===== src/rtl/lsq_pkg.sv =====
// Shared encodings for the link start-up sequencer.
// Assumes: lane codes and phase codes are visible at the top ports.
package lsq_pkg;
    typedef enum logic [1:0] {
        LANE_OFF  = 2'd0,
        LANE_LOW  = 2'd1,
        LANE_HIGH = 2'd2,
        LANE_ACT  = 2'd3
    } lane_drive_e;

    typedef enum logic [1:0] {
        PH_OFF    = 2'd0,
        PH_LINKUP = 2'd1,
        PH_ACTIVE = 2'd2
    } link_phase_e;

    typedef enum logic [2:0] {
        ST_OFF       = 3'd0,
        ST_BIAS      = 3'd1,
        ST_PULSE_LO  = 3'd2,
        ST_PULSE_HI  = 3'd3,
        ST_SETTLE_LO = 3'd4,
        ST_HOLDOFF   = 3'd5,
        ST_STREAM    = 3'd6
    } seq_step_e;

    localparam logic [2:0] CUR_OFF  = 3'd0;
    localparam logic [2:0] CUR_LOW  = 3'd5;
    localparam logic [2:0] CUR_HIGH = 3'd1;
    localparam logic [2:0] CUR_ACT  = 3'd3;
endpackage


===== src/rtl/lsq_step_timer.sv =====
// Step duration counter. Restarts from zero on request and counts up
// until it reaches limit-1, where it parks and flags expiry.
// Assumes: limit is at least 1 and stable while a step runs.
module lsq_step_timer #(
    parameter int CW = 10
) (
    input  logic          clk,
    input  logic          rst_n,
    input  logic          restart,
    input  logic [CW-1:0] limit,
    output logic [CW-1:0] count,
    output logic          expired
);
    // Expiry compare against the step's last cycle.
    assign expired = (count == limit - CW'(1));

    // Count cycles spent in the current step.
    always_ff @(posedge clk) begin
        if (!rst_n)        count <= '0;
        else if (restart)  count <= '0;
        else if (!expired) count <= count + CW'(1);
    end

    a_r10_restart_clears: assert property (@(posedge clk) disable iff (!rst_n)
        restart |=> (count == '0));
endmodule


===== src/rtl/lsq_seq_fsm.sv =====
// Start-up step controller. Chooses the next step from the enables,
// the bias flag and the timer, and gives the timer its limit.
// Assumes: the timer's expired output refers to the current step.
module lsq_seq_fsm
    import lsq_pkg::*;
#(
    parameter int CW           = 10,
    parameter int BIAS_TIMEOUT = 1000,
    parameter int LOW1_CYCLES  = 200,
    parameter int HIGH_CYCLES  = 20,
    parameter int LOW2_CYCLES  = 8,
    parameter int HOLD_CYCLES  = 600
) (
    input  logic          clk,
    input  logic          rst_n,
    input  logic          link_en,
    input  logic          bias_ready,
    input  logic          expired,
    output seq_step_e     step,
    output logic [CW-1:0] step_limit,
    output logic          restart
);
    seq_step_e nxt;

    // Next-step selection; a lost enable wins over everything else.
    always_comb begin
        nxt = step;
        if (!link_en) begin
            nxt = ST_OFF;
        end else begin
            case (step)
                ST_OFF:       nxt = ST_BIAS;
                ST_BIAS:      if (bias_ready) nxt = ST_PULSE_LO;
                              else if (expired) nxt = ST_OFF;
                ST_PULSE_LO:  if (expired) nxt = ST_PULSE_HI;
                ST_PULSE_HI:  if (expired) nxt = ST_SETTLE_LO;
                ST_SETTLE_LO: if (expired) nxt = ST_HOLDOFF;
                ST_HOLDOFF:   if (expired) nxt = ST_STREAM;
                ST_STREAM:    nxt = ST_STREAM;
                default:      nxt = ST_OFF;
            endcase
        end
    end

    // Timer restarts whenever the step changes.
    assign restart = (nxt != step);

    // Duration of the current step.
    always_comb begin
        case (step)
            ST_BIAS:      step_limit = CW'(BIAS_TIMEOUT);
            ST_PULSE_LO:  step_limit = CW'(LOW1_CYCLES);
            ST_PULSE_HI:  step_limit = CW'(HIGH_CYCLES);
            ST_SETTLE_LO: step_limit = CW'(LOW2_CYCLES);
            ST_HOLDOFF:   step_limit = CW'(HOLD_CYCLES);
            default:      step_limit = CW'(1);
        endcase
    end

    // Step register.
    always_ff @(posedge clk) begin
        if (!rst_n) step <= ST_OFF;
        else        step <= nxt;
    end

    a_r3_off_exit_to_bias: assert property (@(posedge clk) disable iff (!rst_n)
        (step == ST_OFF) |=> (step == ST_OFF || step == ST_BIAS));
    a_r10_abort_to_off: assert property (@(posedge clk) disable iff (!rst_n)
        !link_en |=> (step == ST_OFF));
endmodule


===== src/rtl/lsq_lane_encoder.sv =====
// Maps the start-up step to lane drive states, clock-lane current,
// link phase and the streaming flag. Purely combinational.
// Assumes: all data lanes share one drive state.
module lsq_lane_encoder
    import lsq_pkg::*;
#(
    parameter int DATA_LANES = 3
) (
    input  seq_step_e                  step,
    output logic [1:0]                 clk_state,
    output logic [2*DATA_LANES-1:0]    data_state,
    output logic [2:0]                 clk_current,
    output logic [1:0]                 phase,
    output logic                       stream
);
    lane_drive_e ck, dt;

    // Lane drive per step.
    always_comb begin
        ck = LANE_OFF;
        dt = LANE_OFF;
        case (step)
            ST_PULSE_LO:  ck = LANE_LOW;
            ST_PULSE_HI:  ck = LANE_HIGH;
            ST_SETTLE_LO: ck = LANE_LOW;
            ST_HOLDOFF:   begin ck = LANE_LOW; dt = LANE_LOW; end
            ST_STREAM:    begin ck = LANE_ACT; dt = LANE_ACT; end
            default:      ;
        endcase
    end

    // Clock-lane current in units.
    always_comb begin
        case (ck)
            LANE_LOW:  clk_current = CUR_LOW;
            LANE_HIGH: clk_current = CUR_HIGH;
            LANE_ACT:  clk_current = CUR_ACT;
            default:   clk_current = CUR_OFF;
        endcase
    end

    // Phase and streaming flag.
    always_comb begin
        if (step == ST_OFF)         phase = PH_OFF;
        else if (step == ST_STREAM) phase = PH_ACTIVE;
        else                        phase = PH_LINKUP;
    end

    assign stream    = (step == ST_STREAM);
    assign clk_state = ck;

    for (genvar g = 0; g < DATA_LANES; g++) begin : g_lane
        assign data_state[2*g +: 2] = dt;
    end
endmodule


===== src/rtl/link_startup_seq.sv =====
// Start-up sequencer for a current-mode serial display link.
// Brings the link from off through a timed low/high/low clock-lane
// handshake and a PLL hold-off into streaming.
// Assumes: all inputs are synchronous to clk; step lengths >= 1.
module link_startup_seq
    import lsq_pkg::*;
#(
    parameter int DATA_LANES   = 3,
    parameter int BIAS_TIMEOUT = 1000,
    parameter int LOW1_CYCLES  = 200,
    parameter int HIGH_CYCLES  = 20,
    parameter int LOW2_CYCLES  = 8,
    parameter int HOLD_CYCLES  = 600
) (
    input  logic                    clk,
    input  logic                    rst_n,
    input  logic                    pwr_dn_n,
    input  logic                    pclk_present,
    input  logic                    bias_ready,
    output logic [1:0]              clk_lane_state,
    output logic [2*DATA_LANES-1:0] data_lane_state,
    output logic [2:0]              clk_lane_current,
    output logic [1:0]              link_phase,
    output logic                    stream_en
);
    localparam int M1   = (LOW1_CYCLES > HIGH_CYCLES) ? LOW1_CYCLES : HIGH_CYCLES;
    localparam int M2   = (LOW2_CYCLES > HOLD_CYCLES) ? LOW2_CYCLES : HOLD_CYCLES;
    localparam int M3   = (M1 > M2) ? M1 : M2;
    localparam int MAXC = (M3 > BIAS_TIMEOUT) ? M3 : BIAS_TIMEOUT;
    localparam int CW   = $clog2(MAXC + 1);

    logic          link_en;
    logic          expired;
    logic          restart;
    logic [CW-1:0] step_limit;
    logic [CW-1:0] count;
    seq_step_e     step;

    // Link may run only with power-down released and the clock present.
    assign link_en = pwr_dn_n & pclk_present;

    lsq_seq_fsm #(
        .CW(CW), .BIAS_TIMEOUT(BIAS_TIMEOUT), .LOW1_CYCLES(LOW1_CYCLES),
        .HIGH_CYCLES(HIGH_CYCLES), .LOW2_CYCLES(LOW2_CYCLES), .HOLD_CYCLES(HOLD_CYCLES)
    ) u_fsm (
        .clk(clk), .rst_n(rst_n), .link_en(link_en), .bias_ready(bias_ready),
        .expired(expired), .step(step), .step_limit(step_limit), .restart(restart)
    );

    lsq_step_timer #(.CW(CW)) u_timer (
        .clk(clk), .rst_n(rst_n), .restart(restart), .limit(step_limit),
        .count(count), .expired(expired)
    );

    lsq_lane_encoder #(.DATA_LANES(DATA_LANES)) u_enc (
        .step(step), .clk_state(clk_lane_state), .data_state(data_lane_state),
        .clk_current(clk_lane_current), .phase(link_phase), .stream(stream_en)
    );

    a_r5_low1_length: assert property (@(posedge clk) disable iff (!rst_n)
        (step == ST_PULSE_HI && $past(step) == ST_PULSE_LO) |-> ($past(count) == CW'(LOW1_CYCLES - 1)));
    a_r6_high_length: assert property (@(posedge clk) disable iff (!rst_n)
        (step == ST_SETTLE_LO && $past(step) == ST_PULSE_HI) |-> ($past(count) == CW'(HIGH_CYCLES - 1)));
    a_r7_low2_length: assert property (@(posedge clk) disable iff (!rst_n)
        (step == ST_HOLDOFF && $past(step) == ST_SETTLE_LO) |-> ($past(count) == CW'(LOW2_CYCLES - 1)));
    a_r8_hold_length: assert property (@(posedge clk) disable iff (!rst_n)
        (step == ST_STREAM && $past(step) == ST_HOLDOFF) |-> ($past(count) == CW'(HOLD_CYCLES - 1)));
    a_r9_stream_after_hold: assert property (@(posedge clk) disable iff (!rst_n)
        $rose(stream_en) |-> ($past(step) == ST_HOLDOFF));
    a_r4_bias_timeout: assert property (@(posedge clk) disable iff (!rst_n)
        (step == ST_OFF && $past(step) == ST_BIAS && $past(link_en)) |-> ($past(count) == CW'(BIAS_TIMEOUT - 1)));
endmodule


===== config.mk =====
export PLATFORM = sky130hd
export DESIGN_NAME = link_startup_seq
export DESIGN_NICKNAME = d
export VERILOG_FILES = /design/src/rtl/lsq_pkg.sv /design/src/rtl/lsq_step_timer.sv /design/src/rtl/lsq_seq_fsm.sv /design/src/rtl/lsq_lane_encoder.sv /design/src/rtl/link_startup_seq.sv
export SDC_FILE = /design/constraint.sdc
export NUM_CORES = 1
export LEC_CHECK = 0
export BUFFER_PORTS_ARGS = -buffer_cell sky130_fd_sc_hd__buf_2
export CELL_PAD_IN_SITES_DETAIL_PLACEMENT = 1
export CELL_PAD_IN_SITES_GLOBAL_PLACEMENT = 1
export CORE_ASPECT_RATIO = 1.25
export CORE_MARGIN = 8
export CORE_UTILIZATION = 44
export CTS_BUF_LIST = sky130_fd_sc_hd__clkbuf_8
export CTS_CLUSTER_SIZE = 40
export DETAILED_ROUTE_END_ITERATION = 10
export PLACE_DENSITY_LB_ADDON = 0.15
export SYNTH_ARGS = -nofsm -noshare
export SYNTH_HDL_FRONTEND = slang
export SYNTH_SLANG_ARGS = --single-unit

===== constraint.sdc =====
create_clock -name clk -period 6.11 [get_ports clk]
set_clock_uncertainty 0.15 [all_clocks]
set_input_delay 0.3055 -clock clk [delete_from_list [all_inputs] [get_ports clk]]
set_output_delay 0.3055 -clock clk [all_outputs]
set_load 0.005 [all_outputs]

==> results of run 1 <==
## routing by layer
layer / vias to the layer above / part of all wire / GRT usage
met4: 0 / 0.0061 / 0.0399
met3: 2 / 0.074 / 0.0408
met5: - / 0 / 0
li1: 470 / - / -
met1: 448 / 0.40 / 0.146
met2: 30 / 0.52 / 0.272
## logic make-up after synthesis
| family | Yosys count | share of synthesized area |
|---|---|---|
| DFF | 13 | 0.264 |
| adders and majority gates | 1 | 0.0127 |
| buffers and inverters | 17 | 0.0988 |
| and+or+nand+nor | 46 | 0.247 |
| AOI/OAI and AO/OA | 40 | 0.316 |
| xor gates and xnor gates | 7 | 0.0621 |
## sequential cells by signal, summed over array words and instances, names as in the netlist
register and count:
u_fsm.step 3, u_timer.count 10
## path summary, 6_finish.rpt
| kind | slack, ns | end | depth (start not counted) |
|---|---|---|---|
| hold / removal | 0.27 | u_fsm.step[0] | 3 |
| hold reg to reg | 0.38 | u_timer.count[0] | 1 |
| setup / recovery | 3.55 | u_fsm.step[1] | 6 |
| setup reg to reg | 3.55 | u_fsm.step[1] | 6 |
## Yosys cell counts, drive strengths merged
library cell,number,area [um2]
a31oi,2,12.5
xor2,2,17.5
xnor2,5,43.8
clkbuf,2,8.75
a41oi,1,16.3
a22oi,2,15.0
nor3b,1,7.51
o22ai,1,6.26
a211o,1,8.76
and2,5,31.3
buf,9,66.3
and3b,1,8.76
a211oi,6,60.1
nor2b,2,12.5
o21bai,1,7.51
inv,6,22.5
a21o,1,15.0
a21oi,14,70.1
nor2,8,30.0
nor4,3,18.8
or3b,1,8.76
o21ai,3,15.0
a221oi,1,8.76
a311o,2,20.0
a21boi,2,15.0
nand4,2,12.5
dfxtp,13,260
nand2b,5,31.3
a2111oi,2,23.8
ha,1,12.5
and2b,1,7.51
nand2,8,30.0
nor3,3,15.0
o22a,1,17.5
nand3,6,30.0
## worst max-delay path: cells and delay by family (launching register included)
kind | cells | cell delay, ns
AO/OA/AOI/OAI | 5 | 1.28
flip-flops | 1 | 0.77
AND/OR/NAND/NOR | 1 | 0.29
## per-stage QoR
| stage | hold slack (ns) | std cells |
|---|---|---|
| after floorplan | 0.322 | 124 |
| after CTS | 0.262 | 166 |
| after global routing | 0.276 | 166 |
| after detailed placement | 0.367 | 162 |
| after global placement | 0.349 | 162 |
| final | 0.267 | 166 |
## report_power, final
| part | internal [mW] | total (mW) | switching, mW | leakage [nW] |
|---|---|---|---|---|
| logic | 0.0104 | 0.0258 | 0.0154 | 0.264 |
| registers | 0.0862 | 0.0896 | 0.00334 | 0.105 |
| clock network | 0.0444 | 0.0773 | 0.0329 | 0.0269 |
## area by class of cell
cell class                      count  area [um2]
Tap cell                           31        38.8
Sequential cell                    13         260
Inverter                            6        22.5
Multi-Input combinational cell     94         629
Timing Repair Buffer               18        90.1
Clock buffer                        3        41.3
Clock inverter                      1        3.75
Fill cell                         285        1080
==> metrics.txt, run 1 <==
crit-path max cell delay 0.77 ns; Area growth syn-to-layout 10.0%; 1st-iter DRT viols 16; largest net degree at the start of global routing 23; Slew Limit Headroom 0.530; Mapped Area 987 um2; outcome finished, final reports clean; TNS Setup 0 ns; commonest non-fill, non-tap cell in the layout buf_2; Buffers on Ports 18; Worst-path clk slew 0.06 ns; Leak 0.396 nW; CP Class reg -> reg; Critical Path RT 6.13 ns; setup slack after layout 3.55 ns; Root Buffer clkbuf_8; DP HPWL 2030 um; Placement Setup Slack 3.57 ns; most frequent cells in the layout 18 x buf_2, 14 x a21oi_1, 13 x dfxtp_1; Tot Pwr 193 uW; Critical Path AT 2.58 ns; Core Area 0.00216 mm2; power density cells 177 mW/mm2; via count 950; number of antenna violations at the first check in global routing 0; Crit. End Element flip-flop; clk sink count 13; worst min path class in -> reg; routed wire length 2610 um; antenna diode count 0; DR DRC count 0; Detail Route Antenna Nets 0; minimum clock period 2.56 ns; synthesized flop and latch total 13; wire length per cell 15.7 um; hold buffer count at cts 0; Post-DP Area 0.00104 mm2; Setup crit start u_fsm.step[0]; I/O pin cnt 19; syn avg cell area 7.96 um2; buffer depth of the longest clock path 2; YS warnings 0; first-pass GRT wire length 4510 um; CTS tree built; crit path cell chain o21ai_0 -> a2111oi_0 -> a21oi_1 -> and2_1 -> a311o_1 -> a31oi_1; RSZ-0062 raised after global routing false; TritonCTS Buffers 3; final setup fails 0; Synth cell types 41; fin util 0.502; final hold vios 0; routability cong. 0.762; synthesized instance count 124; sequential share of the synthesized area 0.264; nets 142; Initial Utilization 0.456; Overflow after GRT 0; layout cells sized above 1 0.207; min-delay src bias_ready; crit share post-route 0.419; DIE AREA 0.00402 mm2; f_max 391 MHz; Worst IR Drop VDD 0.104 mV; CP Launch Type flip-flop; fin area 0.00109 mm2; vias in the first global route 1,000; Crit Path Max Fanout 22; Pins Over Slew Limit 0; overall die height 69.0 um; number of gates resized after cts 0; drt via density 5.72; DRT Pass-1 Iters 4; Post-CTS Setup Bufs 0; Tot GR Track Use 0.142; FF-to-FF Start u_fsm.step[0]; H-tree levels 1; clk_lat worst skew 0.24 ns; Mapped Nets 130; Least-Margin Pin Slew 0.705 ns; Slowest-stage cell, CP dfxtp_1; std cell rows 19; Max-Cap Viols 0; die width 58.4 um
Power figures use the tool's default switching activity.
==> inputs of run 2 (changes only) <==
- ABC_AREA: default -> 1
- CORE_UTILIZATION: 44 -> 36
- clock period: 6.11 -> 2.1 ns (I/O delays scaled with it)
==> metrics.txt, run 2 <==
outcome finished, final reports clean; TNS Setup 0 ns (unchanged); Overflow after GRT 0 (unchanged); Largest register FFs 10 (unchanged); Max-Cap Viols 0 (unchanged); final hold vios 0 (unchanged); worst min path class in -> reg; CP Launch Type flip-flop; DIE AREA 0.00492 mm2 (+22%); dpl cells 218 (+35%); largest family of logic cells by synthesized area simple AND/OR/NAND/NOR gates; antenna diode count 0 (unchanged); DR DRC count 0 (unchanged); Area growth syn-to-layout 45.8%; nets 199 (+40%); most frequent cells in the layout 26 x nand2_1, 18 x buf_2, 14 x inv_1; adder-cell share of the synthesized area 0.0119 (-0.000770); DP HPWL 2650 um (+31%); Detail Route Antenna Nets 0 (unchanged); clk sink count 13 (unchanged); top cells by area, synth dfxtp_1 25%, nand2_1 14%, nor3_2 9.5%, nand3_1 8.1%, nor2_1 5.0%; synthesized instance count 160 (+29%); post-synthesis simple-gate area fraction 0.510 (+0.262); Critical Path RT 2.12 ns (-4.01 ns); die width 64.3 um (+10%); DRT Pass-1 Iters 4 (unchanged); Yosys top cell by area dfxtp_1; Clk pwr share 0.349 (-0.052); crit share post-route 0.988 (+0.569); FF-to-FF Start u_fsm.step[1]; Slowest-stage cell, CP dfxtp_4; Pins Over Slew Limit 0 (unchanged); RSZ-0062 raised after global routing true; buffer depth of the longest clock path 2 (unchanged); Crit Path Max Fanout 8 (-64%); most numerous cell in the Yosys netlist nand2_1; crit path cell chain inv_8 -> nand2_4 -> nand2_2 -> nand3_1 -> nand2_1 -> nand2_2 -> nor2_4 -> nand2_4 -> nand2_2 -> nand4_1 -> nand3_2 -> nand3_4 -> nor3_2; std cell rows 22 (+3); overall die height 76.4 um (+11%); Mapped Nets 166 (+28%); f_max 482 MHz (+23%); hold buffer count at cts 0 (unchanged); H-tree levels 1 (unchanged); Worst-path clk slew 0.06 ns (about the same); mux cell area share after synthesis 0 (unchanged); commonest non-fill, non-tap cell in the layout nand2_1; final setup fails 0 (unchanged); Slew Limit Headroom 0.825 (+0.296); number of antenna violations at the first check in global routing 0 (unchanged); switching share of power 0.318 (+0.0496); hold path endpoint u_fsm.step[1]; Tot Pwr 639 uW (+230%); Initial Utilization 0.367 (-0.0892); Worst IR Drop VDD 0.343 mV (+230%); minimum clock period 2.07 ns (-0.485 ns); vias in the first global route 1,273 (+27%); family with the most delay on the worst path simple AND/OR/NAND/NOR gates; Hold Crit Depth 3 (unchanged); CP Class reg -> reg; I/O pin cnt 19 (unchanged); via count 1,188 (+25%); Net Switching 203 uW (+290%); Core Area 0.00286 mm2 (+32%); clk_lat worst skew 0.25 ns (about the same); min-delay src rst_n; TritonCTS Buffers 3 (unchanged); first-pass GRT wire length 5910 um (+31%); Flop pwr share 0.407 (-0.058); layout cells sized above 1 0.479 (+0.272); Fin Hold WS 0.0225 ns (-0.244 ns); routability cong. 0.797 (+4.6%); reg-to-reg endpoint u_timer.count[8]; xor/xnor share of the synthesized area 0.0583 (-0.00377); r2r worst-path depth 13 (+7); Post-synth ARST share 0 (unchanged); YS warnings 0 (unchanged); Mapped Area 0.00105 mm2 (+6.5%); CP dominant cell by count nand2_2; synthesized flop and latch total 13 (unchanged); Buffers on Ports 18 (unchanged); Combinational Power Share 0.244 (+0.110); biggest regs u_timer.count x10, u_fsm.step x3; ys flop type dfxtp_1; CTS tree built; largest net degree at the start of global routing 10 (-57%); 1st-iter DRT viols 61 (+45); top-area cell type share of the netlist area 0.248 (-0.0160); Synth top cells by count 40 x nand2_1, 17 x nand3_1, 14 x nor2_1; internal power 436 uW (+210%); drt via density 5.21 (-9.0%); wire length per cell 16.3 um (+3.9%); Setup crit start u_fsm.step[1]; fin util 0.535 (+0.0334); routed wire length 3720 um (+43%); Synth cell types 27 (-34%); crit-path max cell delay 0.40 ns (-0.37 ns); worst path buffer plus inverter count 1 (+1); Leak 0.705 nW (+78%); Least-Margin Pin Slew 0.260 ns (-0.444 ns); Root Buffer clkbuf_8; syn avg cell area 6.57 um2 (-17%); EDFF count, synth 0 (unchanged); Non-Filler Instances 228 (+37%); Tot GR Track Use 0.146 (+0.00440); power density cells 417 mW/mm2 (+130%); Crit. End Element flip-flop; Largest Register u_timer.count; flop-to-flop setup slack 0.03 ns (-3.53 ns); sequential share of the synthesized area 0.248 (-0.0160); compound-cell area share of the yosys netlist 0.0560 (-0.260); Critical Path AT 2.09 ns (-0.49 ns)
-- run 2: how the worst max path moves through the flow --
stage / depth (start not counted) / slack, ns / to
2_1_floorplan: 17 / 0.20 / u_timer.count[5]
3_3_place_gp: 12 / 0.0008 / u_timer.count[9]
3_5_place_dp: 14 / -0.11 / u_timer.count[9]
4_1_cts: 15 / -0.005 / u_timer.count[2]
5_1_grt: 13 / -0.17 / u_timer.count[5]
6_report: 13 / 0.03 / u_timer.count[8]
-- run 2: worst reg2reg max path: stages, from the launching register on --
cell     delay (ns)
dfxtp_4        0.40
inv_8          0.12
nand2_4        0.08
nand2_2        0.09
nand3_1        0.08
nand2_1        0.09
nand2_2        0.07
nor2_4         0.11
nand2_4        0.08
nand2_2        0.06
nand4_1        0.15
nand3_2        0.19
nand3_4        0.15
nor3_2         0.18
-- run 2: kinds of logic (layout without fill, tap and decap cells) --
group           count (synthesis)  after routing
compound gates                 11             11
buf+inv                        27             57
simple gates                  101            103
flops                          13             13
xor+xnor                        7              7
fa+ha+maj                       1              1
-- run 2: through the flow --
step / worst slack [ns] / cell area (um2)
finish: 0.0260 / 1530
global route: -0.166 / 1530
CTS: -0.00454 / 1350
detailed placement: -0.114 / 1230
global placement: 0.000772 / 1230
floorplan: 0.199 / 1050
-- run 2: cell type report --
| cell class | count | area (um2) |
|---|---|---|
| timing repair buffer | 33 | 219 |
| multi-input combinational | 122 | 860 |
| clock inverter | 1 | 3.75 |
| fill | 377 | 1330 |
| tap | 36 | 45.0 |
| inverter | 20 | 92.6 |
| clock buffer | 3 | 41.3 |
| sequential | 13 | 272 |
-- run 2: power groups by stage --
stage	Combinational (mW)	Sequential, mW	Clock [mW]
final	0.156	0.260	0.223
after global routing	0.171	0.261	0.243
after CTS	0.140	0.261	0.229
after detailed placement	0.127	0.267	0
after global placement	0.122	0.266	0
after floorplan	0.0909	0.264	0
-- run 2: metal layers --
metal  wire length [um]  GRT usage  vias to the layer above
met5                  0          0                        -
met3                170     0.0382                       10
met4                110     0.0766                        0
met2               2030      0.267                       26
li1                   -          -                      586
met1               1410      0.143                      566
-- run 2: what timing repair did --
item | CTS | global route
resized for setup | 15 | 40
hold endpoints to repair | 0 | 0
endpoints found under the setup margin | 10 | 10
setup buffers | 0 | 4
gates cloned | 2 | 0
pin swaps | 3 | 16
==> inputs of run 3 (changes only) <==
- CORE_ASPECT_RATIO: 1.25 -> 1.75
- SYNTH_HIERARCHICAL: default -> 1
- TNS_END_PERCENT: default -> 10
==> metrics.txt, run 3 <==
CP Launch Type flip-flop; I/O pin cnt 19 (unchanged); clk_lat worst skew 0.25 ns (about the same); min-delay src rst_n; 1st-iter DRT viols 54 (-11%); DP HPWL 4290 um (+62%); Post-synth ARST share 0 (unchanged); most numerous cell in the Yosys netlist nand2_1; synthesized flop and latch total 13 (unchanged); Setup crit start u_fsm/step[2]; Core Area 0.00403 mm2 (+41%); Worst-path clk slew 0.07 ns (about the same); final setup fails 13 (+13); commonest non-fill, non-tap cell in the layout nand2_1; drt via density 4.94 (-5.3%); flop-to-flop setup slack -1.20 ns (-1.22 ns); hold path endpoint u_fsm/step[2]; M1 GR Usage 0.150 (+0.00763); first-pass GRT wire length 9130 um (+55%); H-tree levels 1 (unchanged); DIE AREA 0.00646 mm2 (+32%); Placement Setup Slack -1.27 ns (-1.15 ns); Post-DP Area 0.00199 mm2 (+62%); setup slack after layout -1.20 ns (-1.22 ns); Synth cell types 25 (-7.4%); ys flop type dfxtp_1; overall die height 101 um (+32%); grt met3 use 0.0212 (-0.0171); layout cells sized above 1 0.391 (-0.0885); CTS tree built; minimum clock period 3.30 ns (+1.22 ns); top cells by area, synth nand2_1 23%, dfxtp_1 18%, nor2_1 11%, inv_1 9.7%, nand3_1 8.5%; number of antenna violations at the first check in global routing 0 (unchanged); syn avg cell area 5.39 um2 (-18%); f_max 303 MHz (-37%); TNS Setup -13.92 ns (-13.92 ns); routed wire length 5610 um (+51%); Initial Utilization 0.364 (-0.00268); vias in the first global route 2,105 (+65%); Pins Over Slew Limit 0 (unchanged); Hold Crit Depth 3 (unchanged); final hold vios 0 (unchanged); wire length per cell 14.3 um (-12%); Leak 1.16 nW (+65%); std cell rows 31 (+41%); via count 1,935 (+63%); fillers 598 (+59%); Largest Register u_timer/count; most frequent cells in the layout 80 x nand2_1, 57 x buf_4, 37 x nor2_1; Yosys top cell by area nand2_1; die width 64.3 um (about the same); TritonCTS Buffers 3 (unchanged); buffer depth of the longest clock path 2 (unchanged); Mapped Area 0.00147 mm2 (+40%); Detail Route Antenna Nets 0 (unchanged); sequential share of the synthesized area 0.177 (-0.0706); antenna diode count 0 (unchanged); Critical Path AT 3.34 ns (+1.25 ns); FF-to-FF Start u_fsm/step[2]; Fin Hold WS 0.0342 ns (+0.0117 ns); routability cong. 0.878 (+10%); Overflow after GRT 0 (unchanged); Most Crowded Layer GR met2; fin area 0.00218 mm2 (+42%); met2 usage 0.362 (+0.0943); largest net degree at the start of global routing 20 (+10); synthesized instance count 273 (+71%); YS warnings 6 (+6); nets 351 (+76%); EDFF count, synth 0 (unchanged); Critical Path RT 2.14 ns (+0.02 ns); DRT Pass-1 Iters 6 (+2); RSZ-0062 raised after global routing true; Synth top cells by count 89 x nand2_1, 43 x nor2_1, 38 x inv_1; crit share post-route 1.57 (+0.583); Max-Cap Viols 0 (unchanged); top-area cell type share of the netlist area 0.227 (-0.0204); Crit. End Element flip-flop; Root Buffer clkbuf_8; Crit Path Max Fanout 5 (-3); reg-to-reg endpoint u_timer/count[9]; crit-path max cell delay 0.46 ns (+0.06 ns); Worst IR Drop VDD 0.424 mV (+24%); power density cells 351 mW/mm2 (-16%); failing checks setup timing; CP dominant cell by count nand2_1; CP Class reg -> reg; biggest regs u_timer/count x10, u_fsm/step x3; outcome finished, violations left; worst min path class in -> reg; clk sink count 13 (unchanged); Area growth syn-to-layout 48.2%; Largest register FFs 10 (unchanged); Mapped Nets 280 (+69%); Tot GR Track Use 0.174 (+0.0284); DR DRC count 0 (unchanged); Slowest-stage cell, CP dfxtp_1; r2r worst-path depth 28 (+15); Buffers on Ports 18 (unchanged)
==> run 3: changes by cell type after synthesis, sizes merged, moves of 3 or more <==
cell	before	now
a21oi	6	10
buf	7	11
inv	19	42
nand2	43	98
nand3	18	27
nor2	18	49
nor3	14	3
xor2	6	3
==> run 3: area by class of cell <==
| class | count | area (um2) | share of cell area |
|---|---|---|---|
| Clock buffer | 3 | 41.3 | 0.0190 |
| Clock inverter | 1 | 3.75 | 0.00172 |
| Inverter | 42 | 168 | 0.0770 |
| Multi-Input combinational cell | 208 | 1110 | 0.508 |
| Sequential cell | 13 | 268 | 0.123 |
| Tap cell | 49 | 61.3 | 0.0281 |
| Timing Repair Buffer | 76 | 529 | 0.243 |
==> run 3: cell families after synthesis <==
family | count (synthesis) | share of synthesized area
AO/OA/AOI/OAI | 20 | 0.0809
XOR/XNOR | 3 | 0.0179
adder cells (fa/ha/maj) | 2 | 0.0170
buffers and inverters | 53 | 0.164
flip-flops | 13 | 0.177
other | 1 | 0.00255
AND/OR/NAND/NOR | 181 | 0.540
==> run 3: worst max-delay path: cells and delay by family, from the launching register on <==
kind	cells	cell delay (ns)
fa+ha+maj	1	0.14
flops	1	0.46
compound gates	1	0.18
buf+inv	6	0.52
simple gates	20	1.77
==> run 3: worst max path at each step <==
stage / to / slack (ns)
final: u_timer/count[9] / -1.20
after detailed placement: u_timer/count[5] / -1.27
after global placement: u_timer/count[5] / -1.16
after floorplan: u_timer/count[6] / -1.06
after global routing: u_timer/count[9] / -1.51
after CTS: u_timer/count[5] / -1.25
==> run 3: where the power goes <==
group          switching (mW)  leakage, nW  internal (mW)
Clock                   0.109       0.0269          0.130
Combinational           0.159         1.03          0.107
Sequential            0.00718        0.107          0.252
==> run 3: what timing repair did <==
item,CTS,global route
hold endpoints to repair,0,0
buffers inserted,3,3
endpoints found under the setup margin,13,13
gates resized for setup,11,15
hold buffers,0,0
pin swaps,13,23
gates cloned,1,0
==> run 3: routing by layer <==
metal  part of all wire  routed length (um)  vias up
li1                   -                   -      975
met1               0.35                1980      916
met2               0.59                3310       27
met3              0.015                  82       17
met4              0.042                 233        0
met5                  0                   0        -
==> run 3: metrics by stage <==
stage / std cells / total power [mW] / util
3_3_place_gp: 381 / 0.494 / 0.494
6_report: 392 / 0.764 / 0.540
3_5_place_dp: 381 / 0.503 / 0.494
5_1_grt: 392 / 0.810 / 0.540
2_1_floorplan: 273 / 0.426 / -
4_1_cts: 389 / 0.768 / 0.524
